===== config.mk =====
export PLATFORM = sky130hd
export DESIGN_NAME = pwm_bank
export DESIGN_NICKNAME = d
export VERILOG_FILES = /design/src/rtl/pwm_bank_pkg.sv /design/src/rtl/pwm_bank_regs.sv /design/src/rtl/pwm_bank_timebase.sv /design/src/rtl/pwm_bank_channel.sv /design/src/rtl/pwm_bank.sv
export SDC_FILE = /design/constraint.sdc
export NUM_CORES = 1
export LEC_CHECK = 0
export BUFFER_PORTS_ARGS = -buffer_cell sky130_fd_sc_hd__buf_2
export CAP_MARGIN = 10
export CORE_ASPECT_RATIO = 2
export CORE_UTILIZATION = 35
export CTS_CLUSTER_DIAMETER = 120
export CTS_CLUSTER_SIZE = 30
export DETAILED_ROUTE_END_ITERATION = 16
export HOLD_SLACK_MARGIN = 0.03
export PLACE_DENSITY_LB_ADDON = 0.05
export SYNTH_ARGS = -nofsm -noshare
export SYNTH_HDL_FRONTEND = slang
export SYNTH_SLANG_ARGS = --single-unit

===== constraint.sdc =====
create_clock -name clk -period 2.2 [get_ports clk]
set_input_delay 0.55 -clock clk [delete_from_list [all_inputs] [get_ports clk]]
set_output_delay 0.55 -clock clk [all_outputs]
set_load 0.02 [all_outputs]

===== src/rtl/pwm_bank_pkg.sv =====
package pwm_bank_pkg;
  localparam int PS_W        = 8;
  localparam int CNT_W       = 8;
  localparam int DATA_W      = 32;
  localparam int CTRL_WORD   = 20;      // byte offset 0x50
  localparam int PS_LO_LSB   = 0;
  localparam int PS_HI_LSB   = 11;
  localparam int EN_BIT      = 9;
  localparam logic [DATA_W-1:0] CTRL_MASK = 32'h0000_7A0F;
  localparam logic [CNT_W-1:0]  CNT_LAST  = {CNT_W{1'b1}};
endpackage


===== src/rtl/pwm_bank_regs.sv =====
module pwm_bank_regs
  import pwm_bank_pkg::*;
#(
  parameter int NUM_CH = 4,
  parameter int ADDR_W = 8
) (
  input  logic                          clk,
  input  logic                          rst,
  input  logic                          we,
  input  logic [ADDR_W-1:0]             addr,
  input  logic [DATA_W-1:0]             wdata,
  output logic [DATA_W-1:0]             rdata,
  output logic                          enable,
  output logic [PS_W-1:0]               prescale,
  output logic [NUM_CH-1:0][CNT_W-1:0]  duty_shadow
);
  localparam int WORD_W = ADDR_W - 2;

  logic [WORD_W-1:0] word;
  logic [DATA_W-1:0] ctrl_q;
  logic [DATA_W-1:0] rd_mux;
  logic              hit_ctrl;
  logic              hit_any;

  assign word     = addr[ADDR_W-1:2];
  assign hit_ctrl = (int'(word) == CTRL_WORD);

  always_ff @(posedge clk) begin
    if (rst)                ctrl_q <= '0;
    else if (we && hit_ctrl) ctrl_q <= wdata & CTRL_MASK;
  end

  genvar n;
  generate
    for (n = 0; n < NUM_CH; n++) begin : g_duty
      always_ff @(posedge clk) begin
        if (rst)                        duty_shadow[n] <= '0;
        else if (we && int'(word) == n) duty_shadow[n] <= wdata[CNT_W-1:0];
      end
    end
  endgenerate

  always_comb begin
    rd_mux  = '0;
    hit_any = hit_ctrl;
    if (hit_ctrl) rd_mux = ctrl_q;
    for (int i = 0; i < NUM_CH; i++) begin
      if (int'(word) == i) begin
        rd_mux  = {{(DATA_W-CNT_W){1'b0}}, duty_shadow[i]};
        hit_any = 1'b1;
      end
    end
  end

  always_ff @(posedge clk) begin
    if (rst) rdata <= '0;
    else     rdata <= rd_mux;
  end

  assign enable   = ctrl_q[EN_BIT];
  assign prescale = {ctrl_q[PS_HI_LSB +: 4], ctrl_q[PS_LO_LSB +: 4]};

  // a write to an unmapped word leaves the control word alone
  a_r10_unmapped_ctrl: assert property (@(posedge clk) disable iff (rst)
    (we && !hit_any) |=> $stable(ctrl_q));

  // a write to duty word 0 is visible in the shadow next cycle
  a_r3_duty_write: assert property (@(posedge clk) disable iff (rst)
    (we && word == '0) |=> duty_shadow[0] == $past(wdata[CNT_W-1:0]));

  // the enable seen by the time base follows the control write
  a_r2_enable_write: assert property (@(posedge clk) disable iff (rst)
    (we && hit_ctrl) |=> enable == $past(wdata[EN_BIT]));
endmodule


===== src/rtl/pwm_bank_timebase.sv =====
module pwm_bank_timebase
  import pwm_bank_pkg::*;
(
  input  logic             clk,
  input  logic             rst,
  input  logic             enable,
  input  logic [PS_W-1:0]  prescale,
  output logic [CNT_W-1:0] period_cnt,
  output logic             load
);
  logic [PS_W-1:0] tick_q;
  logic            tick_end;

  // terminal compare uses >= so a prescale lowered mid-tick recovers at once
  assign tick_end = (tick_q >= prescale);

  always_ff @(posedge clk) begin
    if (rst || !enable) begin
      tick_q     <= '0;
      period_cnt <= '0;
    end else if (tick_end) begin
      tick_q     <= '0;
      period_cnt <= period_cnt + 1'b1;
    end else begin
      tick_q     <= tick_q + 1'b1;
    end
  end

  // shadow duty values are copied while idle and on each frame wrap
  assign load = !enable || (tick_end && period_cnt == CNT_LAST);

  // disabled time base rests at zero
  a_r7_counters_idle: assert property (@(posedge clk) disable iff (rst)
    !enable |=> (tick_q == '0 && period_cnt == '0));

  // the frame counter moves only on a local tick
  a_r4_step_on_tick: assert property (@(posedge clk) disable iff (rst)
    (enable && !tick_end) |=> $stable(period_cnt));
endmodule


===== src/rtl/pwm_bank_channel.sv =====
module pwm_bank_channel
  import pwm_bank_pkg::*;
(
  input  logic             clk,
  input  logic             rst,
  input  logic             enable,
  input  logic             load,
  input  logic [CNT_W-1:0] period_cnt,
  input  logic [CNT_W-1:0] duty_shadow,
  output logic             pwm
);
  logic [CNT_W-1:0] active_q;

  always_ff @(posedge clk) begin
    if (rst)       active_q <= '0;
    else if (load) active_q <= duty_shadow;
  end

  // inclusive compare: duty 0 -> one tick, duty 255 -> whole frame
  always_ff @(posedge clk) begin
    if (rst) pwm <= 1'b0;
    else     pwm <= enable && (period_cnt <= active_q);
  end

  // the active duty only changes on a load strobe
  a_r9_hold_active: assert property (@(posedge clk) disable iff (rst)
    !load |=> $stable(active_q));

  // every rising edge starts at frame position zero
  a_r8_rise_at_zero: assert property (@(posedge clk) disable iff (rst)
    $rose(pwm) |-> $past(period_cnt) == '0);

  // full-scale duty keeps the output high
  a_r6_full_high: assert property (@(posedge clk) disable iff (rst)
    (enable && active_q == CNT_LAST) |=> pwm);
endmodule


===== src/rtl/pwm_bank.sv =====
module pwm_bank
  import pwm_bank_pkg::*;
#(
  parameter int NUM_CH = 4,   // must stay below CTRL_WORD
  parameter int ADDR_W = 8
) (
  input  logic              clk,
  input  logic              rst,
  input  logic              reg_we,
  input  logic [ADDR_W-1:0] reg_addr,
  input  logic [31:0]       reg_wdata,
  output logic [31:0]       reg_rdata,
  output logic [NUM_CH-1:0] pwm_out
);
  logic                         enable;
  logic [PS_W-1:0]              prescale;
  logic [NUM_CH-1:0][CNT_W-1:0] duty_shadow;
  logic [CNT_W-1:0]             period_cnt;
  logic                         load;

  pwm_bank_regs #(.NUM_CH(NUM_CH), .ADDR_W(ADDR_W)) u_regs (
    .clk(clk), .rst(rst), .we(reg_we), .addr(reg_addr), .wdata(reg_wdata),
    .rdata(reg_rdata), .enable(enable), .prescale(prescale),
    .duty_shadow(duty_shadow)
  );

  pwm_bank_timebase u_timebase (
    .clk(clk), .rst(rst), .enable(enable), .prescale(prescale),
    .period_cnt(period_cnt), .load(load)
  );

  genvar c;
  generate
    for (c = 0; c < NUM_CH; c++) begin : g_ch
      pwm_bank_channel u_ch (
        .clk(clk), .rst(rst), .enable(enable), .load(load),
        .period_cnt(period_cnt), .duty_shadow(duty_shadow[c]),
        .pwm(pwm_out[c])
      );
    end
  endgenerate

  // outputs drop the cycle after the enable is seen low
  a_r7_off_low: assert property (@(posedge clk) disable iff (rst)
    !enable |=> pwm_out == '0);
endmodule


==> Word level (Yosys, flattened, before mapping) <==
Cells that the tools add are included.
{ "word_totals": {"regBits": 106, "latch_bits": 0, "mem_bits_rw": 0, "rom_bits": 0, "input_bits": 43, "word_cells": 51, "memories": 0} }
{ "classes": {"add_sub_neg": 2, "multipliers": 0, "n_div": 0, "magnitude_cmp": 5, "n_eq_ne": 5, "shifts": 0, "n_mux": 5, "n_bitwise": 1, "n_reduce_logical": 16} }
{ "ops": {"columns": ["operator", "n"], "rows": [
  ["less-or-equal comparator 8 bit", 4],
  ["2-to-1 mux 8 bit", 4],
  ["adder 8 x 1 -> 8 bit, second input constant", 2],
  ["== test 6 x 3 -> 1 bit, second input constant", 2],
  ["logical AND 1 bit", 10],
  ["== test 8 bit, second input constant", 1],
  [">= comparator 8 bit", 1],
  ["== test 6 x 2 -> 1 bit, second input constant", 1],
  ["== test 6 bit, second input constant", 1],
  ["zero test 6 bit", 1],
  ["OR reduction 6 bit", 1],
  ["2-to-1 mux 4 bit", 1],
  ["logical OR 1 bit", 2],
  ["OR reduction 2 bit", 1],
  ["zero test 1 bit", 1],
  ["NOT 1 bit", 1]
]} }

==> Depth between registers and ports, before layout <==
Gate-level depths: netlist of the first run.
{ "depth": {"ltp_word": 6, "ltp_mapped": 8, "mapped_depth_nobuf": 7} }

==> By module <==
A second synthesis of the first run with hierarchy kept.
{ "hier_totals": {"cells_unflattened": 562, "area_unflattened_um2": 5332.6} }
{ "by_module_without_submodules": {"columns": ["module", "n_inst", "cells_per_inst", "area_per_inst_um2", "seq_area_each_um2"], "rows": [
  ["pwm_bank_regs", 1, 237, 2313.5, 1081.0],
  ["pwm_bank_channel", 4, 55, 515.5, 180.2],
  ["pwm_bank_timebase", 1, 105, 957.2, 320.3]
]} }

==> Least setup slack after synthesis of the first run <==
OpenSTA, ideal clock, no wires.
{ "synth_path": {"path_kind": "reg-to-reg", "start": "register u_timebase.tick_q[0]", "end": "register g_ch[0].u_ch.active_q[0]", "setup_ns": 0.072, "arrival_ns": 1.884, "required_ns": 2.128, "path_slack_ns": 0.244, "stages_incl_launch_ff": 9, "path_buffers": 1, "cell_sequence": "dfxtp_1 -> inv_1 -> ha_1 -> nand2b_4 -> a2111oi_4 -> o41ai_2 -> a21oi_4 -> buf_6 -> mux2i_1"} }
{ "synth_via": {"elab_chain_len": 3} }
{ "synth_rtl": {"columns": ["element", "line_no", "rtl"], "rows": [
  ["from (decl)", "pwm_bank_timebase.sv:11", "logic [PS_W-1:0] tick_q;"],
  ["from (signal assigned)", "pwm_bank_timebase.sv:25", "tick_q <= tick_q + 1'b1;"],
  [">= comparator 8 bit", "pwm_bank_timebase.sv:15", "assign tick_end = (tick_q >= prescale);"],
  ["logical AND 1 bit", "pwm_bank_timebase.sv:30", "assign load = !enable || (tick_end && period_cnt == CNT_LAST);"],
  ["logical OR 1 bit", "pwm_bank_timebase.sv:30", null],
  ["to (signal assigned)", "pwm_bank_channel.sv:16", "else if (load) active_q <= duty_shadow;"],
  ["to (decl)", "pwm_bank_channel.sv:12", "logic [CNT_W-1:0] active_q;"]
]} }
Every way passes these cells.
A chain may end at the register's enable or synchronous reset.

==> Final worst setup path of the first run <==
{ "layout_path": {"start": "register u_regs.ctrl_q[1]", "end": "register g_ch[2].u_ch.active_q[1]"} }
{ "layout_via": {"elab_chain_len": 3} }
{ "layout_rtl": {"columns": ["element", "line_no", "rtl"], "rows": [
  ["from (decl)", "pwm_bank_regs.sv:20", "logic [DATA_W-1:0] ctrl_q;"],
  ["from (signal assigned)", "pwm_bank_regs.sv:30", "else if (we && hit_ctrl) ctrl_q <= wdata & CTRL_MASK;"],
  [">= comparator 8 bit", "pwm_bank_timebase.sv:15", null],
  ["logical AND 1 bit", "pwm_bank_timebase.sv:30", null],
  ["logical OR 1 bit", "pwm_bank_timebase.sv:30", null],
  ["to (signal assigned)", "pwm_bank_channel.sv:16", null],
  ["to (decl)", "pwm_bank_channel.sv:12", null]
]} }
Every way passes these cells.

==> results.yml, run 1 <==
run_status:
  status: "complete, no violations"
grt:
  grt_pass1_vias: 3946
  grt_usage: 0.163
  antenna_found_initial: 0
  overflow: 0
  grt_max_degree: 71
  grt_pass1_wl_mm: 20.8
clock_network:
  cts-root-buf: "clkbuf_16"
  worstSkewPairLatency_ps: 340
  clk_path_buf_depth: 2
  cts_hold_buf: 0
  path_clk_slew_ps: 70
  htree_levels: 3
  clock_sinks: 106
  cts_tree: "done"
  cts_buffers: 9
cells_and_area:
  num-nets-final: 715
  diodes: 0
  final_cell_area_sq_um: 6220
  syn2layout_area_growth_pct: 12.3
  fin_util: 0.404
  drive_above_1_share: 0.144
setup_path:
  end_kind: "flip-flop"
  r2r-end: "g_ch[2].u_ch.active_q[1]"
  worstPathRequired_ps: 2470
  critPathMaxFanout: 8
  r2r_slack_ps: 80
  rr_worst_depth: 7
  startpoint_type: "flip-flop"
  worstSetupPathType: "flip-flop to flip-flop"
  crit_arrival_ps: 2390
  timing.rr.start: "u_regs.ctrl_q[1]"
place:
  hpwl_mm: 9.65
  gp_congestion: 0.827
  port_buffers: 38
  dpl_cell_area_sq_um: 5890
  pre_cts_slack_ps: 117
drt:
  drt_iter0_drc: 160
  viasPerCell: 4.78
  drc: 0
  ant_nets: 0
  vias: 3972
  drt-total-wl_mm: 13.2
  dr.pass1.iters: 4
  wl_per_cell_um: 15.9
min_path:
  min_path_cells: 3
  whs_endpoint: "u_regs.ctrl_q[14]"
  hold_path_startpoint: "reg_wdata[14]"
  hold_class: "input pin to flip-flop"
floorplan:
  die_area_sq_um: 16300
  coreArea_sq_um: 15400
  die_x_um: 90.9
  io_pins: 79
  die_height_um: 180
  row_count: 64
  start_util: 0.360
yosys:
  synth_top_area_frac: 0.384
  synth_top_cell_by_area: "dfxtp_1"
  synth_edf_count: 0
  ys.flop_type: "dfxtp_1"
  synthTopCellsByCount: "106 x dfxtp_1, 68 x nand2b_1, 64 x mux2i_1"
  post-synth-top-count-cell: "dfxtp_1"
  synthesis.area_sq_um: 5530
  synthCells: 593
  ys_ff_latch: 106
  yosysWarnings: 0
  ys_seq_area_frac: 0.384
  synth_area_leaders: "dfxtp_1 38%, mux2i_1 12%, ha_1 9.5%"
  syn_area_per_cell_sq_um: 9.33
  async_flop_share: 0
  synthDistinctLibCells: 46
timing:
  finalCritPeriodShare: 0.964
  fin_skew_ps: 9.43
  grt_setup_unrepaired: "true"
  fin_ws_ps: 78.9
  final_max_slew_viol_count: 0
  max_freq_mhz: 471
  final-hold-violation-count: 0
  finalSetupViolCount: 0
  finalCriticalPeriod_ps: 2120
power:
  p_per_area_nw_per_um2: 576
  peakVddDrop_v: 0.000396
  p_leak_nw: 2.47
run:
  maxCapViolCount: 0
-- layout make-up --
cell class,instances,area (sq um)
clock buffer,10,229
clock inverter,4,30.0
fill,1605,9160
inverter,37,139
multi-input combinational,417,3020
sequential,106,2120
tap,198,248
timing repair buffer,59,424
-- how the worst max path moves through the flow --
stage	from	end	slack (ps)
floorplan	u_timebase.tick_q[0]	g_ch[0].u_ch.active_q[0]	240
global placement	u_regs.ctrl_q[0]	g_ch[2].u_ch.active_q[6]	160
detailed placement	u_regs.ctrl_q[0]	g_ch[0].u_ch.active_q[5]	120
CTS	u_timebase.tick_q[0]	g_ch[3].u_ch.active_q[1]	90
global route	u_regs.ctrl_q[14]	u_timebase.period_cnt[5]	-30
finish	u_regs.ctrl_q[1]	g_ch[2].u_ch.active_q[1]	80
-- layer usage --
metal / up-vias / GRT usage / wire length, um
met5: - / 0 / 0
met4: 0 / 0.0667 / 245
met3: 14 / 0.0207 / 247
met2: 61 / 0.283 / 6990
met1: 1854 / 0.202 / 5730
li1: 2043 / - / -
-- logic make-up (layout without fill, tap and decap cells) --
logic type,Yosys count,count (layout),synth area share
flip-flops,106,106,0.384
other,1,19,0.000678
buffers and inverters,88,110,0.0825
XOR/XNOR,7,7,0.0111
AND/OR/NAND/NOR,205,205,0.202
AO/OA/AOI/OAI,72,72,0.0850
multiplexers,72,72,0.140
adder cells (fa/ha/maj),42,42,0.0950
-- metrics by stage --
step           cells  hold WS, ps  power [mW]  TNS [ps]
2_1_floorplan    611          426        2.11         0
3_3_place_gp     813          460        2.14         0
3_5_place_dp     813          468        2.14         0
4_1_cts          827          438        3.64         0
5_1_grt          831          449        3.72     -63.6
6_report         831          451        3.58         0
-- power by group --
group | internal (mW) | leakage (nW) | switching [mW]
sequential | 1.92 | 0.855 | 0.00368
clock | 0.761 | 0.125 | 0.721
combinational | 0.0623 | 1.49 | 0.111
-- flip-flops by register name, indices dropped and copies added, names as in the netlist --
name	count
u_regs.ctrl_q	9
g_ch.u_ch.pwm	4
u_regs.duty_shadow	32
u_timebase.period_cnt	8
u_regs.rdata	13
u_timebase.tick_q	8
g_ch.u_ch.active_q	32
-- what timing repair did --
action                                  4_1_cts  5_1_grt
gates resized for setup                       0        2
buffers inserted                              0        1
endpoints found under the setup margin        0       19
endpoints found under the hold margin         0        0
-- critical path: stages, from the launching register on --
cell       delay (ps)
dfxtp_2           350
inv_1              70
ha_1              330
a2111oi_4         440
o41ai_2           130
a21oi_4           310
buf_6             240
mux2i_1           190
-- placed cells by master (no fill, tap or decap), types with 3 or more instances in the layout --
cell         n
a21oi_1     36
clkbuf_16   11
o211ai_1     4
nand2b_1    68
mux4_2       4
conb_1      19
o22a_1       4
nor2b_1     11
nor2_1      47
dfxtp_1    104
o21ai_0     13
mux2_2       4
ha_1        42
or3_1        3
buf_2       38
xnor2_1      3
mux2i_1     64
buf_4       15
a22o_1       3
xor2_1       4
and3_1       5
nand2_1     24
and2_1       5
buf_12       3
nand4_1      9
nand3_1     23
inv_1       37
(Power assumes the default switching activity.)
==> run 2, diff against run 1 <==
- CORE_ASPECT_RATIO: 2 -> unset
==> results.yml, run 2 (same netlist as run 1, synthesis figures left out) <==
cells_and_area:
  nFillCells: 1590
  final_cell_mix: "104 x dfxtp_1, 68 x nand2b_1, 64 x mux2i_1"
  diodes: 0
  num-nets-final: 715
  final_common_cell: "dfxtp_1"
  drive_above_1_share: 0.145
  largestRegisters: "g_ch.u_ch.active_q x32, u_regs.duty_shadow x32, u_regs.rdata x13"
  final_cell_area_sq_um: 6270
  syn2layout_area_growth_pct: 13.4
drt:
  drt_iter0_drc: 189
  viasPerCell: 4.66
  vias: 3943
  drc: 0
  drt-total-wl_mm: 12.8
  ant_nets: 0
  dr.pass1.iters: 5
  wl_per_cell_um: 15.2
clock_network:
  path_clk_slew_ps: 70
  cts_tree: "done"
  clock_sinks: 106
  htree_levels: 3
  worstSkewPairLatency_ps: 350
  cts-root-buf: "clkbuf_16"
  cts_buffers: 9
  cts_hold_buf: 0
  clk_path_buf_depth: 2
grt:
  grt_max_degree: 63
  overflow: 0
  grt_pass1_wl_mm: 20.3
  antenna_found_initial: 0
  grt_usage: 0.164
  grt_pass1_vias: 3678
min_path:
  hold_class: "input pin to flip-flop"
place:
  hpwl_mm: 9.11
  dpl_cell_area_sq_um: 5880
  port_buffers: 38
  gp_congestion: 0.737
timing:
  fin_skew_ps: 9.33
  finalCriticalPeriod_ps: 2100
  hold_ws_ps: 445
  finalSetupViolCount: 0
  tns_ps: 0
  final-hold-violation-count: 0
  final_max_slew_viol_count: 0
  finalCritPeriodShare: 0.956
  max_freq_mhz: 476
setup_path:
  worstPathCellList: "inv_1, ha_1, a2111oi_4, o41ai_2, a21oi_4, clkbuf_16, mux2i_1"
  end_kind: "flip-flop"
  worstSetupPathType: "flip-flop to flip-flop"
  critPathMaxFanout: 8
  cpPeakStageDelay_ps: 460
  startpoint_type: "flip-flop"
  critPathSlowestCell: "a2111oi_4"
  crit_arrival_ps: 2380
  critPathBufInv: 2
  worstPathRequired_ps: 2480
  crit_family: "compound AO/OA/AOI/OAI gates"
power:
  p_leak_nw: 2.49
  p_per_area_nw_per_um2: 602
  peakVddDrop_v: 0.000370
floorplan:
  die_x_um: 128
  row_count: 45
  start_util: 0.361
  die_area_sq_um: 16300
  die_height_um: 128
  io_pins: 79
  coreArea_sq_um: 15300
run_status:
  status: "complete, no violations"
run:
  maxCapViolCount: 0
==> run 2: changes by cell type in the layout (fill, tap and decap cells not counted), sizes merged <==
cell / previous run / this run
clkinv: 2 / 0
clkbuf: 12 / 15
bufinv: 0 / 1
==> run 2: final cells by class <==
cell class | instances | area (sq um) | share of cell area
Clock buffer | 13 | 260 | 0.0415
Sequential cell | 106 | 2120 | 0.339
Inverter | 37 | 139 | 0.0221
Tap cell | 211 | 264 | 0.0421
Clock inverter | 3 | 46.3 | 0.00738
Timing Repair Buffer | 59 | 412 | 0.0656
Multi-Input combinational cell | 417 | 3030 | 0.483
==> run 2: repair_timing <==
| action | in CTS | in global routing |
|---|---|---|
| buffers inserted | 0 | 2 |
| setup endpoints to repair | 0 | 43 |
| resized for setup | 0 | 3 |
| hold endpoints to repair | 0 | 0 |
==> run 2: metrics by stage <==
stage	power, mW	std cells	util	worst slack (ps)
2_1_floorplan	2.11	611	-	244
3_3_place_gp	2.14	825	0.384	86.3
3_5_place_dp	2.15	825	0.384	40.4
4_1_cts	3.83	841	0.404	22.7
5_1_grt	3.93	846	0.410	-6.79
6_report	3.77	846	0.410	97.7
==> run 2: final timing paths <==
check	startpoint	to	slack, ps	cells past startpoint
hold / removal	reg_wdata[13]	u_regs.ctrl_q[13]	450	3
setup reg to reg	u_regs.ctrl_q[1]	g_ch[0].u_ch.active_q[4]	100	7
hold reg to reg	u_regs.ctrl_q[13]	u_regs.ctrl_q[13]	470	2
setup / recovery	u_regs.ctrl_q[1]	g_ch[0].u_ch.active_q[4]	100	7
==> run 2: layer usage <==
| layer | share of wire | GRT usage | wire, um |
|---|---|---|---|
| met5 | 0 | 0 | 0 |
| met4 | 0.017 | 0.0706 | 224 |
| met3 | 0.030 | 0.0205 | 387 |
| met2 | 0.40 | 0.229 | 5160 |
| met1 | 0.55 | 0.249 | 7050 |
==> run 2: worst reg2reg max path: stages, from the launching register on <==
cell	delay [ps]
dfxtp_2	340
inv_1	60
ha_1	320
a2111oi_4	460
o41ai_2	130
a21oi_4	290
clkbuf_16	240
mux2i_1	190
==> run 2: power breakdown <==
| part | switching [mW] | total [mW] | internal [mW] |
|---|---|---|---|
| combinational | 0.113 | 0.175 | 0.0625 |
| sequential | 0.00358 | 1.93 | 1.92 |
| clock | 0.723 | 1.67 | 0.951 |
==> run 3, diff against run 2 <==
- CORE_UTILIZATION: 35 -> 52
==> results.yml, run 3 (same netlist as run 1, synthesis figures left out) <==
clock_network:
  path_clk_slew_ps: 90
  cts_hold_buf: 0
  worstSkewPairLatency_ps: 370
  cts_buffers: 9
  cts-root-buf: "clkbuf_8"
  cts_tree: "done"
  htree_levels: 3
  clock_sinks: 106
  clk_path_buf_depth: 2
drt:
  drt-total-wl_mm: 11.7
  ant_nets: 0
  vias: 3985
  drc: 0
  dr.pass1.iters: 4
  drt_iter0_drc: 171
  viasPerCell: 5.15
  wl_per_cell_um: 15.1
cells_and_area:
  diodes: 0
  largestRegisters: "g_ch.u_ch.active_q x32, u_regs.duty_shadow x32, u_regs.rdata x13"
  nFillCells: 935
  num-nets-final: 719
  final_common_cell: "dfxtp_1"
  syn2layout_area_growth_pct: 10.1
  multi_input_area_sq_um: 3030
  drive_above_1_share: 0.147
  final_cell_mix: "106 x dfxtp_1, 68 x nand2b_1, 64 x mux2i_1"
  final_cell_area_sq_um: 6090
  area.sequential_sq_um: 2120
grt:
  use_met1: 0.318
  overflow: 0
  use_met3: 0.0274
  grt_pass1_vias: 3883
  grt_pass1_wl_mm: 19.2
  antenna_found_initial: 0
  grt_max_degree: 52
  grt_busiest_layer: "met2"
  met2_usage: 0.347
  grt_usage: 0.222
setup_path:
  critPathBufInv: 3
  startpoint_type: "flip-flop"
  worstSetupPathType: "flip-flop to flip-flop"
  critPathMaxFanout: 7
  worstPathRequired_ps: 2460
  end_kind: "flip-flop"
  worstPathCellList: "inv_1, ha_1, and4_1, o21ai_2, o41ai_2, a21oi_4, buf_12, clkbuf_16, mux2i_1"
  crit_arrival_ps: 2350
  crit_family: "compound AO/OA/AOI/OAI gates"
  critPathSlowestCell: "o41ai_2"
  worst-path-stages: 9
  rr_worst_depth: 9
  cpPeakStageDelay_ps: 430
floorplan:
  die_x_um: 105
  start_util: 0.536
  die_area_sq_um: 11100
  row_count: 37
  coreArea_sq_um: 10300
  io_pins: 79
  die_height_um: 105
run:
  maxCapViolCount: 0
power:
  p_seq_frac: 0.603
  p_leak_nw: 2.46
  total_power_mw: 3.19
  p_per_area_nw_per_um2: 524
  peakVddDrop_v: 0.000301
  p_switching_mw: 0.744
  swShare: 0.233
  pwr-share-comb: 0.055
  p_int_mw: 2.45
  p_clk_frac: 0.343
timing:
  final-hold-violation-count: 0
  tns_ps: 0
  final_max_slew_viol_count: 0
  fin_skew_ps: 12.4
  finalCriticalPeriod_ps: 2090
  grt_setup_unrepaired: "false"
  finalSetupViolCount: 0
  finalCritPeriodShare: 0.948
  max_freq_mhz: 479
  fin_ws_ps: 114
place:
  hpwl_mm: 8.72
  pre_cts_slack_ps: 99.7
  dpl_cell_area_sq_um: 5850
  port_buffers: 38
  gp_congestion: 0.808
min_path:
  min_path_cells: 3
  hold_class: "input pin to flip-flop"
run_status:
  status: "complete, no violations"
==> run 3: cell types whose count changed in the layout (fill, tap and decap cells not counted), moves of 2 or more <==
cell / before / now
dfxtp_2: 2 / 0
clkbuf_8: 2 / 11
buf_4: 16 / 19
dfxtp_1: 104 / 106
clkinv_2: 0 / 3
buf_12: 2 / 4
clkbuf_16: 11 / 2
==> run 3: repair_timing <==
action / in CTS / in global routing
setup endpoints to repair: 0 / 18
buffers inserted: 0 / 1
gates resized for setup: 0 / 1
==> run 3: worst paths after layout <==
path	startpoint	to	slack, ps
hold / removal	reg_wdata[13]	u_regs.ctrl_q[13]	430
setup reg to reg	u_regs.ctrl_q[14]	g_ch[0].u_ch.active_q[4]	110
setup / recovery	u_regs.ctrl_q[14]	g_ch[0].u_ch.active_q[4]	110
hold reg to reg	u_regs.ctrl_q[12]	u_regs.ctrl_q[12]	480
==> run 3: metal layers <==
layer | vias up | share of wire
met1 | 1856 | 0.52
li1 | 2051 | -
met3 | 13 | 0.024
met4 | 0 | 0.013
met2 | 65 | 0.44
met5 | - | 0
==> run 3: layout make-up <==
type                       instances  share of cell area
multi-input combinational        417               0.497
sequential                       106               0.348
timing repair buffer              63              0.0760
tap                              136              0.0279
clock buffer                      12              0.0255
inverter                          37              0.0228
clock inverter                     3             0.00246
==> run 3: stage by stage <==
stage | instances | hold WS (ps) | utilization
CTS | 771 | 427 | 0.583
finish | 774 | 434 | 0.590
global route | 774 | 431 | 0.590
detailed placement | 756 | 467 | 0.566
global placement | 756 | 461 | 0.566
floorplan | 611 | 426 | -
==> run 3: worst register-to-register path, cell delays in order, from the launching register on <==
cell       delay, ps
dfxtp_1          360
inv_1             60
ha_1             330
and4_1           230
o21ai_2          100
o41ai_2          430
a21oi_4           60
buf_12           160
clkbuf_16        170
mux2i_1          120
==> run 3: power groups by stage <==
stage | clock (mW) | sequential (mW) | combinational [mW]
after floorplan | 0 | 1.97 | 0.142
after global placement | 0 | 1.97 | 0.170
after detailed placement | 0 | 1.97 | 0.172
after CTS | 1.12 | 1.93 | 0.173
after global routing | 1.20 | 1.93 | 0.190
final | 1.09 | 1.93 | 0.174
